--- config.mk ---
export PLATFORM = sky130hd
export DESIGN_NAME = insn_guard
export DESIGN_NICKNAME = d
export VERILOG_FILES = /design/src/rtl/insn_guard_pkg.sv /design/src/rtl/insn_guard_dec32.sv /design/src/rtl/insn_guard_dec16.sv /design/src/rtl/insn_guard_trap.sv /design/src/rtl/insn_guard_blink.sv /design/src/rtl/insn_guard.sv
export SDC_FILE = /design/constraint.sdc
export NUM_CORES = 1
export LEC_CHECK = 0
export BUFFER_PORTS_ARGS = -buffer_cell sky130_fd_sc_hd__buf_2
export CAP_MARGIN = 20
export CORE_MARGIN = 2
export CORE_UTILIZATION = 45
export CTS_BUF_LIST = sky130_fd_sc_hd__clkbuf_8
export DETAILED_ROUTE_END_ITERATION = 7
export PLACE_DENSITY = 0.78
export SYNTH_ARGS = -nofsm -noshare
export SYNTH_HDL_FRONTEND = slang
export SYNTH_HIERARCHICAL = 1
export SYNTH_SLANG_ARGS = --single-unit
--- constraint.sdc ---
create_clock -name clk -period 3 [get_ports clk]
set_input_delay 0.6 -clock clk [delete_from_list [all_inputs] [get_ports clk]]
set_output_delay 0.6 -clock clk [all_outputs]
set_load 0.1 [all_outputs]
--- src/rtl/insn_guard_pkg.sv ---
// Package: shared opcode constants and the field view of a 32-bit word.
// Assumes the standard RV32 major opcode positions (bits [6:0]).
package insn_guard_pkg;

    localparam logic [6:0] OPC_LUI    = 7'b0110111;
    localparam logic [6:0] OPC_AUIPC  = 7'b0010111;
    localparam logic [6:0] OPC_JAL    = 7'b1101111;
    localparam logic [6:0] OPC_JALR   = 7'b1100111;
    localparam logic [6:0] OPC_BRANCH = 7'b1100011;
    localparam logic [6:0] OPC_LOAD   = 7'b0000011;
    localparam logic [6:0] OPC_STORE  = 7'b0100011;
    localparam logic [6:0] OPC_OPIMM  = 7'b0010011;
    localparam logic [6:0] OPC_OP     = 7'b0110011;

    localparam logic [6:0] F7_BASE    = 7'b0000000;
    localparam logic [6:0] F7_ALT     = 7'b0100000;
    localparam logic [6:0] F7_MULDIV  = 7'b0000001;

    // Fields the 32-bit legality decode looks at.
    typedef struct packed {
        logic [6:0] f7;
        logic [2:0] f3;
        logic [6:0] opc;
    } rv_fields_t;

    // Quadrant codes of a compressed halfword.
    typedef enum logic [1:0] {
        CQ_0   = 2'b00,
        CQ_1   = 2'b01,
        CQ_2   = 2'b10,
        CQ_W32 = 2'b11
    } cquad_e;

    function automatic rv_fields_t split_fields(input logic [31:0] w);
        rv_fields_t f;
        f.f7  = w[31:25];
        f.f3  = w[14:12];
        f.opc = w[6:0];
        return f;
    endfunction

endpackage

--- src/rtl/insn_guard_dec32.sv ---
// Module: insn_guard_dec32
// Judges a 32-bit word against the accepted base integer plus multiply subset.
// Assumes the caller has already decided that the word is 32 bits wide.
// Purely combinational.
module insn_guard_dec32
    import insn_guard_pkg::*;
(
    input  rv_fields_t fld_i,
    output logic       legal_o
);

    logic op_legal;
    logic opimm_legal;

    // Register-register group: base ALU, alternate SUB/SRA, multiply only.
    always_comb begin
        unique case (fld_i.f7)
            F7_BASE:   op_legal = 1'b1;
            F7_ALT:    op_legal = (fld_i.f3 == 3'b000) || (fld_i.f3 == 3'b101);
            F7_MULDIV: op_legal = ~fld_i.f3[2];
            default:   op_legal = 1'b0;
        endcase
    end

    // Immediate ALU group: only shift forms constrain the upper bits.
    always_comb begin
        unique case (fld_i.f3)
            3'b001:  opimm_legal = (fld_i.f7 == F7_BASE);
            3'b101:  opimm_legal = (fld_i.f7 == F7_BASE) || (fld_i.f7 == F7_ALT);
            default: opimm_legal = 1'b1;
        endcase
    end

    // Major opcode selection; anything not listed is outside the subset.
    always_comb begin
        unique case (fld_i.opc)
            OPC_LUI, OPC_AUIPC, OPC_JAL: legal_o = 1'b1;
            OPC_JALR:   legal_o = (fld_i.f3 == 3'b000);
            OPC_BRANCH: legal_o = (fld_i.f3[2:1] != 2'b01);
            OPC_LOAD:   legal_o = (fld_i.f3 != 3'b011) && (fld_i.f3[2:1] != 2'b11);
            OPC_STORE:  legal_o = ~fld_i.f3[2] && (fld_i.f3 != 3'b011);
            OPC_OPIMM:  legal_o = opimm_legal;
            OPC_OP:     legal_o = op_legal;
            default:    legal_o = 1'b0;
        endcase
    end

endmodule

--- src/rtl/insn_guard_dec16.sv ---
// Module: insn_guard_dec16
// Judges a 16-bit compressed halfword for a 32-bit integer-only core.
// Floating-point compressed forms, reserved slots, zero immediates that
// are reserved, RV64-only forms and the breakpoint form are rejected.
// Assumes bits [1:0] of the halfword are not 11. Purely combinational.
module insn_guard_dec16
    import insn_guard_pkg::*;
(
    input  logic [15:0] hw_i,
    output logic        legal_o
);

    cquad_e     quad;
    logic [2:0] fn3;
    logic [4:0] rd;
    logic [4:0] rs2;
    logic       b12;
    logic       imm6_nz;
    logic       q0_legal;
    logic       q1_legal;
    logic       q2_legal;

    // Field extraction shared by the three quadrant decodes.
    always_comb begin
        quad    = cquad_e'(hw_i[1:0]);
        fn3     = hw_i[15:13];
        rd      = hw_i[11:7];
        rs2     = hw_i[6:2];
        b12     = hw_i[12];
        imm6_nz = b12 || (rs2 != 5'd0);
    end

    // Quadrant 0: stack-relative address form and word loads/stores only.
    always_comb begin
        unique case (fn3)
            3'b000:         q0_legal = (hw_i[12:5] != 8'd0);
            3'b010, 3'b110: q0_legal = 1'b1;
            default:        q0_legal = 1'b0;
        endcase
    end

    // Quadrant 1: immediates, jumps, branches and the arithmetic group.
    always_comb begin
        unique case (fn3)
            3'b011: q1_legal = imm6_nz;
            3'b100: q1_legal = (hw_i[11:10] == 2'b10) ? 1'b1 : ~b12;
            default: q1_legal = 1'b1;
        endcase
    end

    // Quadrant 2: left shift, stack loads/stores, jumps, moves and adds.
    always_comb begin
        unique case (fn3)
            3'b000: q2_legal = ~b12;
            3'b010: q2_legal = (rd != 5'd0);
            3'b100: begin
                if (rs2 != 5'd0)
                    q2_legal = 1'b1;
                else
                    q2_legal = (rd != 5'd0);
            end
            3'b110: q2_legal = 1'b1;
            default: q2_legal = 1'b0;
        endcase
    end

    // Quadrant select.
    always_comb begin
        unique case (quad)
            CQ_0:    legal_o = q0_legal;
            CQ_1:    legal_o = q1_legal;
            CQ_2:    legal_o = q2_legal;
            default: legal_o = 1'b0;
        endcase
    end

endmodule

--- src/rtl/insn_guard_trap.sv ---
// Module: insn_guard_trap
// Sticky halt flop: sets on a request and clears only through reset.
// Assumes a synchronous active-low reset.
module insn_guard_trap (
    input  logic clk,
    input  logic rst_n,
    input  logic set_i,
    output logic halt_o
);

    // Halt state: once set, held until reset.
    always_ff @(posedge clk) begin
        if (!rst_n)
            halt_o <= 1'b0;
        else if (set_i)
            halt_o <= 1'b1;
    end

endmodule

--- src/rtl/insn_guard_blink.sv ---
// Module: insn_guard_blink
// Drives the RGB status LED. Dark while running. While halted, red
// alternates every 2**BLINK_LOG2 cycles, starting lit. Green and blue
// stay dark. Assumes run_i rises once per halt episode.
module insn_guard_blink #(
    parameter int unsigned BLINK_LOG2 = 22
) (
    input  logic clk,
    input  logic rst_n,
    input  logic run_i,
    output logic led_r_o,
    output logic led_g_o,
    output logic led_b_o
);

    localparam int unsigned CW = BLINK_LOG2 + 1;

    logic [CW-1:0] phase_q;

    // Phase counter: held at zero until halted, then free-running.
    always_ff @(posedge clk) begin
        if (!rst_n || !run_i)
            phase_q <= '0;
        else
            phase_q <= phase_q + 1'b1;
    end

    // LED drive from the halt state and the top phase bit.
    always_comb begin
        led_r_o = run_i && !phase_q[CW-1];
        led_g_o = 1'b0;
        led_b_o = 1'b0;
    end

endmodule

--- src/rtl/insn_guard.sv ---
// Module: insn_guard (top)
// Checks each strobed instruction word against the accepted subset. It
// flags violations in the same cycle and latches a sticky halt on the
// next edge. It blinks a red LED while halted. Assumes the core stalls on
// halt_o and that only the synchronous active-low reset ends a halt.
module insn_guard
    import insn_guard_pkg::*;
#(
    parameter int unsigned BLINK_LOG2 = 22
) (
    input  logic        clk,
    input  logic        rst_n,
    input  logic [31:0] insn_i,
    input  logic        insn_vld_i,
    output logic        illegal_o,
    output logic        halt_o,
    output logic        led_r_o,
    output logic        led_g_o,
    output logic        led_b_o
);

    rv_fields_t fld;
    logic       is_w32;
    logic       legal32;
    logic       legal16;
    logic       unused_imm_bits;

    // Word width and field split.
    always_comb begin
        fld             = split_fields(insn_i);
        is_w32          = (insn_i[1:0] == 2'b11);
        unused_imm_bits = ^insn_i[24:16];
    end

    insn_guard_dec32 u_dec32 (
        .fld_i   (fld),
        .legal_o (legal32)
    );

    insn_guard_dec16 u_dec16 (
        .hw_i    (insn_i[15:0]),
        .legal_o (legal16)
    );

    // Violation flag for the current strobed word.
    always_comb begin
        illegal_o = insn_vld_i && !(is_w32 ? legal32 : legal16);
    end

    insn_guard_trap u_trap (
        .clk    (clk),
        .rst_n  (rst_n),
        .set_i  (illegal_o),
        .halt_o (halt_o)
    );

    insn_guard_blink #(
        .BLINK_LOG2 (BLINK_LOG2)
    ) u_blink (
        .clk     (clk),
        .rst_n   (rst_n),
        .run_i   (halt_o),
        .led_r_o (led_r_o),
        .led_g_o (led_g_o),
        .led_b_o (led_b_o)
    );

endmodule

==> run metrics, run 1 <==
P_sw between 150 and 200 uW; internal power 533 uW; pwr/cell area 424 nW/um^2; area growth from synthesis to layout 18.4%; Post-Syn Area per Cell 8.11 sq um; CTS Sinks 24; Worst path top cell family by delay compound AO/OA/AOI/OAI gates; Max Fanout on Critical Path 8; Chip Height about 60 um; worst path cell trace buf_2 -> nand2b_1 -> o31ai_1 -> o2111a_1 -> o31ai_1 -> a21oi_1 -> a311oi_4 -> buf_12; slowest CP cell a311oi_4; Final Slew Violations 0; FF-to-FF setup slack ~1.1 ns; Worst VDD drop between 200 and 250 uV; DP Wirelength ~2200 um; FF+latch area 480 sq um; vias in the first global route 1,221; count leader, synth dfxtp_1; Top FF cell, synth dfxtp_1; Final Cycle Share 0.937; # diodes 0; Hold Path Class reg2reg; WL final ~2900 um; Worst Setup SP insn_i[14]; Hold Startpoint u_blink/phase_q[0]; GRT Util Overall 0.181; Post-Synthesis Cells around 180; vias around 1,400; Yosys top cell by area dfxtp_1; Clk pwr share 0.395; antenna violations before repair 0; Max-cap violations 0; root buf cell clkbuf_8; Final nets about 240; met3 Use GR 0.0281; status finished clean; largest net degree at the start of global routing 22; min cycle time layout around 2.8 ns; Post-Syn Area around 1400 sq um; GR peak layer met2; met2 usage 0.290; register share of total power 0.452; Routability Congestion about 0.75; global-route wire length before repair roughly 5000 um; CP Capture Type output port; Yosys top cell area share 0.337; Starting Density 0.471; Startpoint Class input pin; Worst path max stage delay around 0.37 ns; Post-synth EDFFs 0; number of fill cells roughly 300; setup violators final 0; wire length per cell around 12 um; DR vias/cell between 5 and 6; post-cts sizing count 0; met1 Usage GRT 0.240; DR iter-0 viols 56; worst reg-to-reg path cell count 5; cts-stage hold buffer count 0; Net Sw Frac 0.256; Die ar. ~3600 sq um; Core Region 3030 sq um; layout cell share with drive strength beyond 1 0.223; CTS tree done; Die X-Extent around 60 um; clock slew at reported path FFs 0.09 ns; post-place instance area around 1600 sq um; First-pass DRT Iterations 4; Detail Route Antenna Nets 0; Final Cell Area around 1700 sq um; worst hold path cell count 1; Slew HR 0.529; RR Endpoint u_blink/phase_q[18]; Comb pwr share 0.154; Final Skew ~0.0065 ns; maximum root-to-sink buffer count 2; flop and latch count out of synthesis 24; Remaining Overflow, GRT 0; Multi-input gate area about 900 sq um; Post-Route Setup TNS 0 ns; endpoints failing hold 0; Row Count 20; leakage power 0.000607 uW; r2r startpoint u_blink/phase_q[0]; Post-synth top cells dfxtp_1 (24), nor2_1 (20), a21oi_1 (12), nand3_1 (9); H-tree depth 1; Top Ports 40; post-CTS setup repair buffer count 0; RSZ-0062 raised after global routing false; kind of critical path in2out; CP required 2.40 ns; share of the yosys chip area belonging to registers 0.337; final cell count without fillers 246; port bufs 28; actual slew at the worst max-slew pin between 0.7 and 0.8 ns; synth top area cells dfxtp_1 (34%), nor2_1 (5.3%), xor2_1 (4.9%); max frequency roughly 360 MHz; CTS buffer count 3; Post-synth ARST share 0; Distinct cells, synth 47; Placed Cells incl. Taps approximately 240; Final Util 0.558; clk_lat worst skew about 0.27 ns; Buf/Inv on CP 2; CP arrival between 2 and 2.5 ns; most used cell, CP o31ai_1; DR DRC count 0; Hold EP u_blink/phase_q[0]; YS warnings 6
[metrics by stage]
| stage | power, uW | hold slack (ns) | setup WS [ns] |
|---|---|---|---|
| final | 716 | 0.474 | 0.188 |
| after global routing | 747 | 0.495 | 0.0659 |
| after CTS | 722 | 0.474 | 0.191 |
| after detailed placement | 441 | 0.453 | 0.201 |
| after global placement | 439 | 0.440 | 0.202 |
| after floorplan | 402 | 0.426 | -0.0494 |
[power by group through the flow]
stage / logic (uW) / clock network, uW / registers (uW)
2_1_floorplan: 63.5 / 0 / 339
3_3_place_gp: 108 / 0 / 331
3_5_place_dp: 110 / 0 / 331
4_1_cts: 110 / 288 / 324
5_1_grt: 119 / 303 / 324
6_report: 110 / 283 / 324
[per-layer routing]
metal  share of wire  wire length (um)
met1            0.48              1400
met2            0.46              1350
met3           0.048               142
met4           0.017                51
met5               0                 0
[worst reg2reg max path: cells and delay by family, from the launching register on]
| family | cells | cell delay [ns] |
|---|---|---|
| adders and majority gates | 1 | 0.25 |
| AOI/OAI and AO/OA | 1 | 0.14 |
| DFF | 1 | 0.37 |
| and+or+nand+nor | 3 | 1.09 |
[placed cells by master (no fill, tap or decap), types with 2 or more instances in the layout]
cell type	Yosys	final
a21oi_1	12	12
a31oi_1	3	3
and3_1	3	3
and4_2	2	2
buf_2	0	27
clkbuf_8	0	3
conb_1	1	2
dfxtp_1	24	24
inv_1	7	7
nand2_1	7	7
nand2b_1	3	3
nand3_1	9	9
nand4_1	7	7
nand4_2	2	2
nand4b_1	2	2
nor2_1	20	20
nor3_1	8	8
nor4_1	4	4
o2111ai_1	3	3
o21ai_0	7	7
o31ai_1	6	6
or3_1	4	4
or4_1	2	2
xnor2_1	3	3
xor2_1	8	8
[how the worst max path moves through the flow]
stage,end,cells past startpoint
2_1_floorplan,illegal_o,7
4_1_cts,illegal_o,8
6_report,illegal_o,8
3_5_place_dp,illegal_o,8
3_3_place_gp,illegal_o,8
5_1_grt,illegal_o,8
[registers in the layout, summed over array words and instances, names as in the netlist]
signal           count
u_blink/phase_q     23
u_trap/halt_o        1
[kinds of logic (layout without fill, tap and decap cells)]
family / Yosys count / after routing / synth area share
flip-flops: 24 / 24 / 0.337
XOR/XNOR: 11 / 11 / 0.0675
adder cells (fa/ha/maj): 1 / 1 / 0.00876
AO/OA/AOI/OAI: 39 / 39 / 0.180
other: 1 / 2 / 0.00263
buffers and inverters: 14 / 39 / 0.0482
AND/OR/NAND/NOR: 86 / 86 / 0.357
[layout make-up]
class / count / share of cell area
multi-input combinational: 139 / 0.534
sequential: 24 / 0.284
timing repair buffer: 28 / 0.0918
tap: 44 / 0.0326
clock buffer: 3 / 0.0244
clock inverter: 1 / 0.0178
inverter: 7 / 0.0155
Power figures use the tool's default switching activity.
==> run 2, diff against run 1 <==
PLACE_DENSITY = 0.79   (was 0.78)
SYNTH_HIERARCHICAL = default   (was 1)
==> run 2 against run 1 <==
Register-to-register slack better by 0.21 ns. Via count decreased by 15%. Hold slack worse by 0.014 ns. Die area decreased by 5.9%. Largest power group unchanged. Area after synthesis shrank 6.3%. Non-clock buffer count up 1. Critical path type unchanged. Flip-flop and latch count did not move.
==> run metrics, run 2 <==
status finished clean; Final WS setup 0.349 ns (+0.161 ns); Post-synth EDFFs 0 (unchanged); Post-synth top cells nor2_1 (25), dfxtp_1 (24), xor2_1 (14), nand2_1 (10), nand3_1 (9); min cycle time layout 2.65 ns (-0.161 ns); share of the yosys chip area belonging to registers 0.359 (+0.0227); pwr/cell area 398 nW/um^2 (-6.1%); Starting Density 0.481 (+0.00939); port bufs 28 (unchanged); Post-synth ARST share 0 (unchanged); antenna violations before repair 0 (unchanged); most common cell after layout, fill and taps aside buf_2; root buf cell clkbuf_8; Core Region 2780 sq um (-8.1%); internal power 440 uW (-18%); First-pass DRT Iterations 4 (unchanged); met3 Use GR 0.0396 (+0.0114); Routability Congestion 0.815 (+9.3%); Row Count 19 (-5.0%); GRT Util Overall 0.152 (-0.0282); RSZ-0062 raised after global routing false; Post-Syn Area 1340 sq um (-6.3%); clock slew at reported path FFs 0.08 ns (about the same); Slew HR 0.519 (-0.0106); Final Cycle Share 0.884 (-0.0535); CTS tree done; Yosys top cell by area dfxtp_1; Final Slew Violations 0 (unchanged); Post-Synthesis Cells 164 (-6.8%); Distinct cells, synth 43 (-8.5%); CTS buffer count 3 (unchanged); Die ar. 3420 sq um (-5.9%); actual slew at the worst max-slew pin 0.720 ns (+0.0158 ns); CP required 2.40 ns (about the same); leakage power 0.000582 uW (-4.1%); cts-stage hold buffer count 0 (unchanged); Worst VDD drop 447 uV (+110%); Final Skew 0.00555 ns (-0.000916 ns); met2 usage 0.246 (-0.0448); Net Sw Frac 0.284 (+0.0281); post-CTS setup repair buffer count 0 (unchanged); setup violators final 0 (unchanged); Top FF cell, synth dfxtp_1; clk_lat worst skew 0.27 ns (about the same); largest registers u_blink.phase_q: 23 flops, u_trap.halt_o: 1 flops; wire length per cell 10.7 um (-11%); Die X-Extent 58.5 um (-3.0%); YS warnings 0 (-6); # diodes 0 (unchanged); register share of total power 0.527 (+0.075); Post-Route Setup TNS 0 ns (unchanged); synth top area cells dfxtp_1 (36%), xor2_1 (9.2%), nor2_1 (7.0%); final cell count without fillers 222 (-9.8%); Max Fanout on Critical Path 12 (+4); post-cts sizing count 0 (unchanged); Hold Path Class reg2reg; Chip Height 58.5 um (-3.0%); vias in the first global route 1,011 (-17%); Remaining Overflow, GRT 0 (unchanged); kind of critical path in2out; vias 1,190 (-15%); DR vias/cell 5.36 (-5.5%); Placed Cells incl. Taps 219 (-9.5%); Startpoint Class input pin; Most flops, register u_blink.phase_q; count leader, synth nor2_1; dpl ws 0.350 ns (+0.149 ns); layout cell share with drive strength beyond 1 0.215 (-0.00811); GR peak layer met2; Total Power 614 uW (-14%); global-route wire length before repair 4130 um (-20%); largest net degree at the start of global routing 24 (+9.1%); Largest register FFs 23 (unchanged); Top Ports 40 (unchanged); Comb pwr share 0.166 (+0.012); CTS Sinks 24 (unchanged); Detail Route Antenna Nets 0 (unchanged); CP Capture Type output port; WL final 2380 um (-19%); flop and latch count out of synthesis 24 (unchanged); area growth from synthesis to layout 15.2%; Yosys top cell area share 0.359 (+0.0227); CP arrival 2.05 ns (-0.16 ns); Max-cap violations 0 (unchanged); DP Wirelength 1780 um (-18%); maximum root-to-sink buffer count 2 (unchanged); endpoints failing hold 0 (unchanged); H-tree depth 1 (unchanged); Final Util 0.554 (-0.00406); met1 Usage GRT 0.207 (-0.0330); DR iter-0 viols 22 (-61%); Final nets 229 (-4.2%); DR DRC count 0 (unchanged); max frequency 377 MHz (+6.1%); Clk pwr share 0.307 (-0.088); most frequent cells in the layout buf_2 (28), nor2_1 (24), dfxtp_1 (24), xor2_1 (14), nand2_1 (10); Post-Syn Area per Cell 8.16 sq um (+0.55%); P_sw 174 uW (-4.9%)
==> run 2: cell types whose count changed in the layout (fill, tap and decap cells not counted), moves of 3 or more <==
cell	change
nand2_1	+3
o21ai_0	-3
inv_1	-3
xor2_1	+6
a21oi_1	-5
nor2_1	+4
o31ai_1	-4
==> run 2: final cells by class <==
type	instances	area (sq um)
Timing Repair Buffer	29	148
Tap cell	31	38.8
Fill cell	252	1240
Sequential cell	24	480
Multi-Input combinational cell	131	818
Inverter	4	15.0
Clock buffer	3	41.3
==> run 2: path summary, 6_finish.rpt <==
kind / startpoint / endpoint / slack [ns] / depth (start not counted)
min: u_blink.phase_q[0] / u_blink.phase_q[0] / 0.46 / 1
min reg2reg: u_blink.phase_q[0] / u_blink.phase_q[0] / 0.46 / 1
max: insn_i[14] / illegal_o / 0.35 / 8
max reg2reg: u_blink.phase_q[0] / u_blink.phase_q[22] / 1.27 / 6
==> run 2: critical path, stage by stage <==
cell and delay (ns):
buf_2 0.17, nor3_1 0.20, a21oi_1 0.06, o21a_1 0.17
a2111oi_0 0.35, buf_4 0.19, nor2_2 0.03, buf_2 0.28
==> run 2: metrics by stage <==
stage          cell area (sq um)  hold WS [ns]
3_5_place_dp                1500         0.448
6_report                    1540         0.460
4_1_cts                     1540         0.466
2_1_floorplan               1350         0.426
3_3_place_gp                1500         0.440
5_1_grt                     1540         0.481
==> run 2: power groups by stage <==
stage / registers [uW] / logic (uW) / clock network [uW]
2_1_floorplan: 341 / 62.6 / 0
5_1_grt: 324 / 111 / 202
6_report: 323 / 102 / 188
3_3_place_gp: 331 / 102 / 0
4_1_cts: 323 / 103 / 193
3_5_place_dp: 331 / 102 / 0
==> run 2: logic make-up (layout without fill, tap and decap cells) <==
kind of cell,count (synthesis),in the layout,share of synthesized area
buffers and inverters,10,36,0.0355
AND/OR/NAND/NOR,85,85,0.351
adder cells (fa/ha/maj),1,1,0.00935
AO/OA/AOI/OAI,24,24,0.118
other,1,2,0.00280
XOR/XNOR,19,19,0.124
flip-flops,24,24,0.359
==> run 2: metal layers <==
layer	vias to the layer above	part of all wire	wire length [um]
met5	-	0	0
met4	0	0.0042	10
met3	3	0.051	122
met2	31	0.42	1000
met1	520	0.52	1250
li1	636	-	-
==> run 3, diff against run 2 <==
CORE_MARGIN = default   (was 2)
GPL_TIMING_DRIVEN = 0   (was default)
==> run 3 against run 2 <==
First-iteration DRC count grew 14%. Clock power grew 49%. Wire length is 5.6% higher. Flip-flop and latch count did not move. Combinational power about the same. Register-to-register slack about the same. Sequential power hardly changed. Clock skew increased by 0.0042 ns. Cell area rose by 3.2%. Critical endpoint unchanged. Largest cell class unchanged. Largest power group unchanged.
==> run metrics, run 3 (synthesis results as in run 2) <==
actual slew at the worst max-slew pin 0.725 ns (+0.00471 ns); Chip Height 56.5 um (-3.4%); largest net degree at the start of global routing 15 (-38%); DR iter-0 viols 25 (+14%); CTS Sinks 24 (unchanged); most frequent cells in the layout buf_2 (29), nor2_1 (24), dfxtp_1 (24), xor2_1 (14), nand2_1 (10); Post-Route Setup TNS 0 ns (unchanged); antenna violations before repair 0 (unchanged); WL final 2510 um (+5.6%); final cell count without fillers 227 (+2.3%); GRT Util Overall 0.168 (+0.0153); Max Fanout on Critical Path 10 (-2); Final nets 233 (+1.7%); Worst VDD drop 486 uV (+8.7%); kind of critical path in2out; max frequency 358 MHz (-5.2%); Placed Cells incl. Taps 223 (+1.8%); Final Cycle Share 0.932 (+0.0486); First-pass DRT Iterations 4 (unchanged); Most flops, register u_blink.phase_q; root buf cell clkbuf_8; status finished clean; CP arrival 2.20 ns (+0.15 ns); setup violators final 0 (unchanged); largest registers u_blink.phase_q: 23 flops, u_trap.halt_o: 1 flops; global-route wire length before repair 4310 um (+4.5%); Startpoint Class input pin; r2r startpoint u_blink.phase_q[0]; FF-to-FF setup slack 1.28 ns (about the same); vias in the first global route 1,097 (+8.5%); DP Wirelength 1880 um (+5.6%); Top Ports 40 (unchanged); vias 1,224 (+2.9%); RSZ-0062 raised after global routing false; Die ar. 3190 sq um (-6.7%); worst hold path cell count 1 (unchanged); Die X-Extent 56.5 um (-3.4%); wire length per cell 11.1 um (+3.3%); worst reg-to-reg path cell count 6 (unchanged); DR vias/cell 5.39 (+0.59%); Slew HR 0.504 (-0.0145); Largest register FFs 23 (unchanged); Detail Route Antenna Nets 0 (unchanged); most common cell after layout, fill and taps aside buf_2; # diodes 0 (unchanged); DR DRC count 0 (unchanged); number of fill cells 248 (-1.6%); layout cell share with drive strength beyond 1 0.224 (+0.00983); Hold Startpoint u_blink.phase_q[0]; post-cts sizing count 0 (unchanged); Max-cap violations 0 (unchanged); Starting Density 0.481 (unchanged); Core Region 2780 sq um (unchanged); CP Capture Type output port; Final Slew Violations 0 (unchanged); area growth from synthesis to layout 19.0%; H-tree depth 1 (unchanged); min cycle time layout 2.80 ns (+0.146 ns); CTS buffer count 3 (unchanged); Remaining Overflow, GRT 0 (unchanged); leakage power 0.000608 uW (+4.5%); pwr/cell area 445 nW/um^2 (+12%); port bufs 27 (-3.6%); post-CTS setup repair buffer count 0 (unchanged); CTS tree done; cts-stage hold buffer count 0 (unchanged); clock slew at reported path FFs 0.08 ns (about the same); Hold Path Class reg2reg; CP required 2.40 ns (about the same); endpoints failing hold 0 (unchanged); Row Count 19 (unchanged); clk_lat worst skew 0.27 ns (about the same); Routability Congestion 0.817 (+0.28%); Worst Setup SP insn_i[14]; Final Skew 0.00973 ns (+0.00419 ns); maximum root-to-sink buffer count 2 (unchanged)
==> run 3: cell types whose count changed in the layout (fill, tap and decap cells not counted) <==
cell       before  now
bufinv_16       0    1
clkbuf_1        0    2
buf_2          28   29
buf_4           1    2
==> run 3: metal layers <==
| metal | up-vias | wire (um) | GRT usage |
|---|---|---|---|
| met4 | 0 | 13 | 0.0383 |
| met1 | 544 | 1220 | 0.209 |
| met3 | 2 | 114 | 0.0507 |
| li1 | 646 | - | - |
| met2 | 32 | 1170 | 0.282 |
| met5 | - | 0 | 0 |
==> run 3: critical path: stages <==
cell       delay, ns
buf_2           0.10
buf_2           0.20
a21oi_1         0.09
o21a_1          0.17
a2111oi_0       0.65
nor2_2          0.07
buf_2           0.31
==> run 3: layout make-up <==
class | instances | area (sq um) | area share
multi-input cells | 131 | 818 | 0.514
flip-flops and latches | 24 | 480 | 0.302
repair buffers | 27 | 135 | 0.0849
clock buffers | 3 | 41.3 | 0.0259
well taps | 31 | 38.8 | 0.0244
plain buffers | 6 | 32.5 | 0.0204
clock inverters | 1 | 30.0 | 0.0189
inverters | 4 | 15.0 | 0.00943
==> run 3: worst paths after layout <==
kind                                            end
worst max-delay path                      illegal_o
worst min-delay path             u_blink.phase_q[0]
worst max register to register  u_blink.phase_q[22]
worst min register to register   u_blink.phase_q[0]
==> run 3: stage by stage <==
step	setup WS [ns]	instance area, sq um	hold slack [ns]	utilization	total power (uW)
floorplan	0.237	1350	0.426	-	403
global placement	0.254	1520	0.442	0.547	435
detailed placement	0.237	1520	0.459	0.547	436
CTS	0.214	1590	0.478	0.572	714
global route	0.124	1590	0.503	0.572	736
finish	0.203	1590	0.471	0.572	708
==> run 3: report_power, final <==
part,switching [uW],internal (uW),leakage (uW),total [uW]
clock,102,178,0.0000357,280
sequential,2.30,321,0.000194,323
combinational,74.2,31.0,0.000379,105
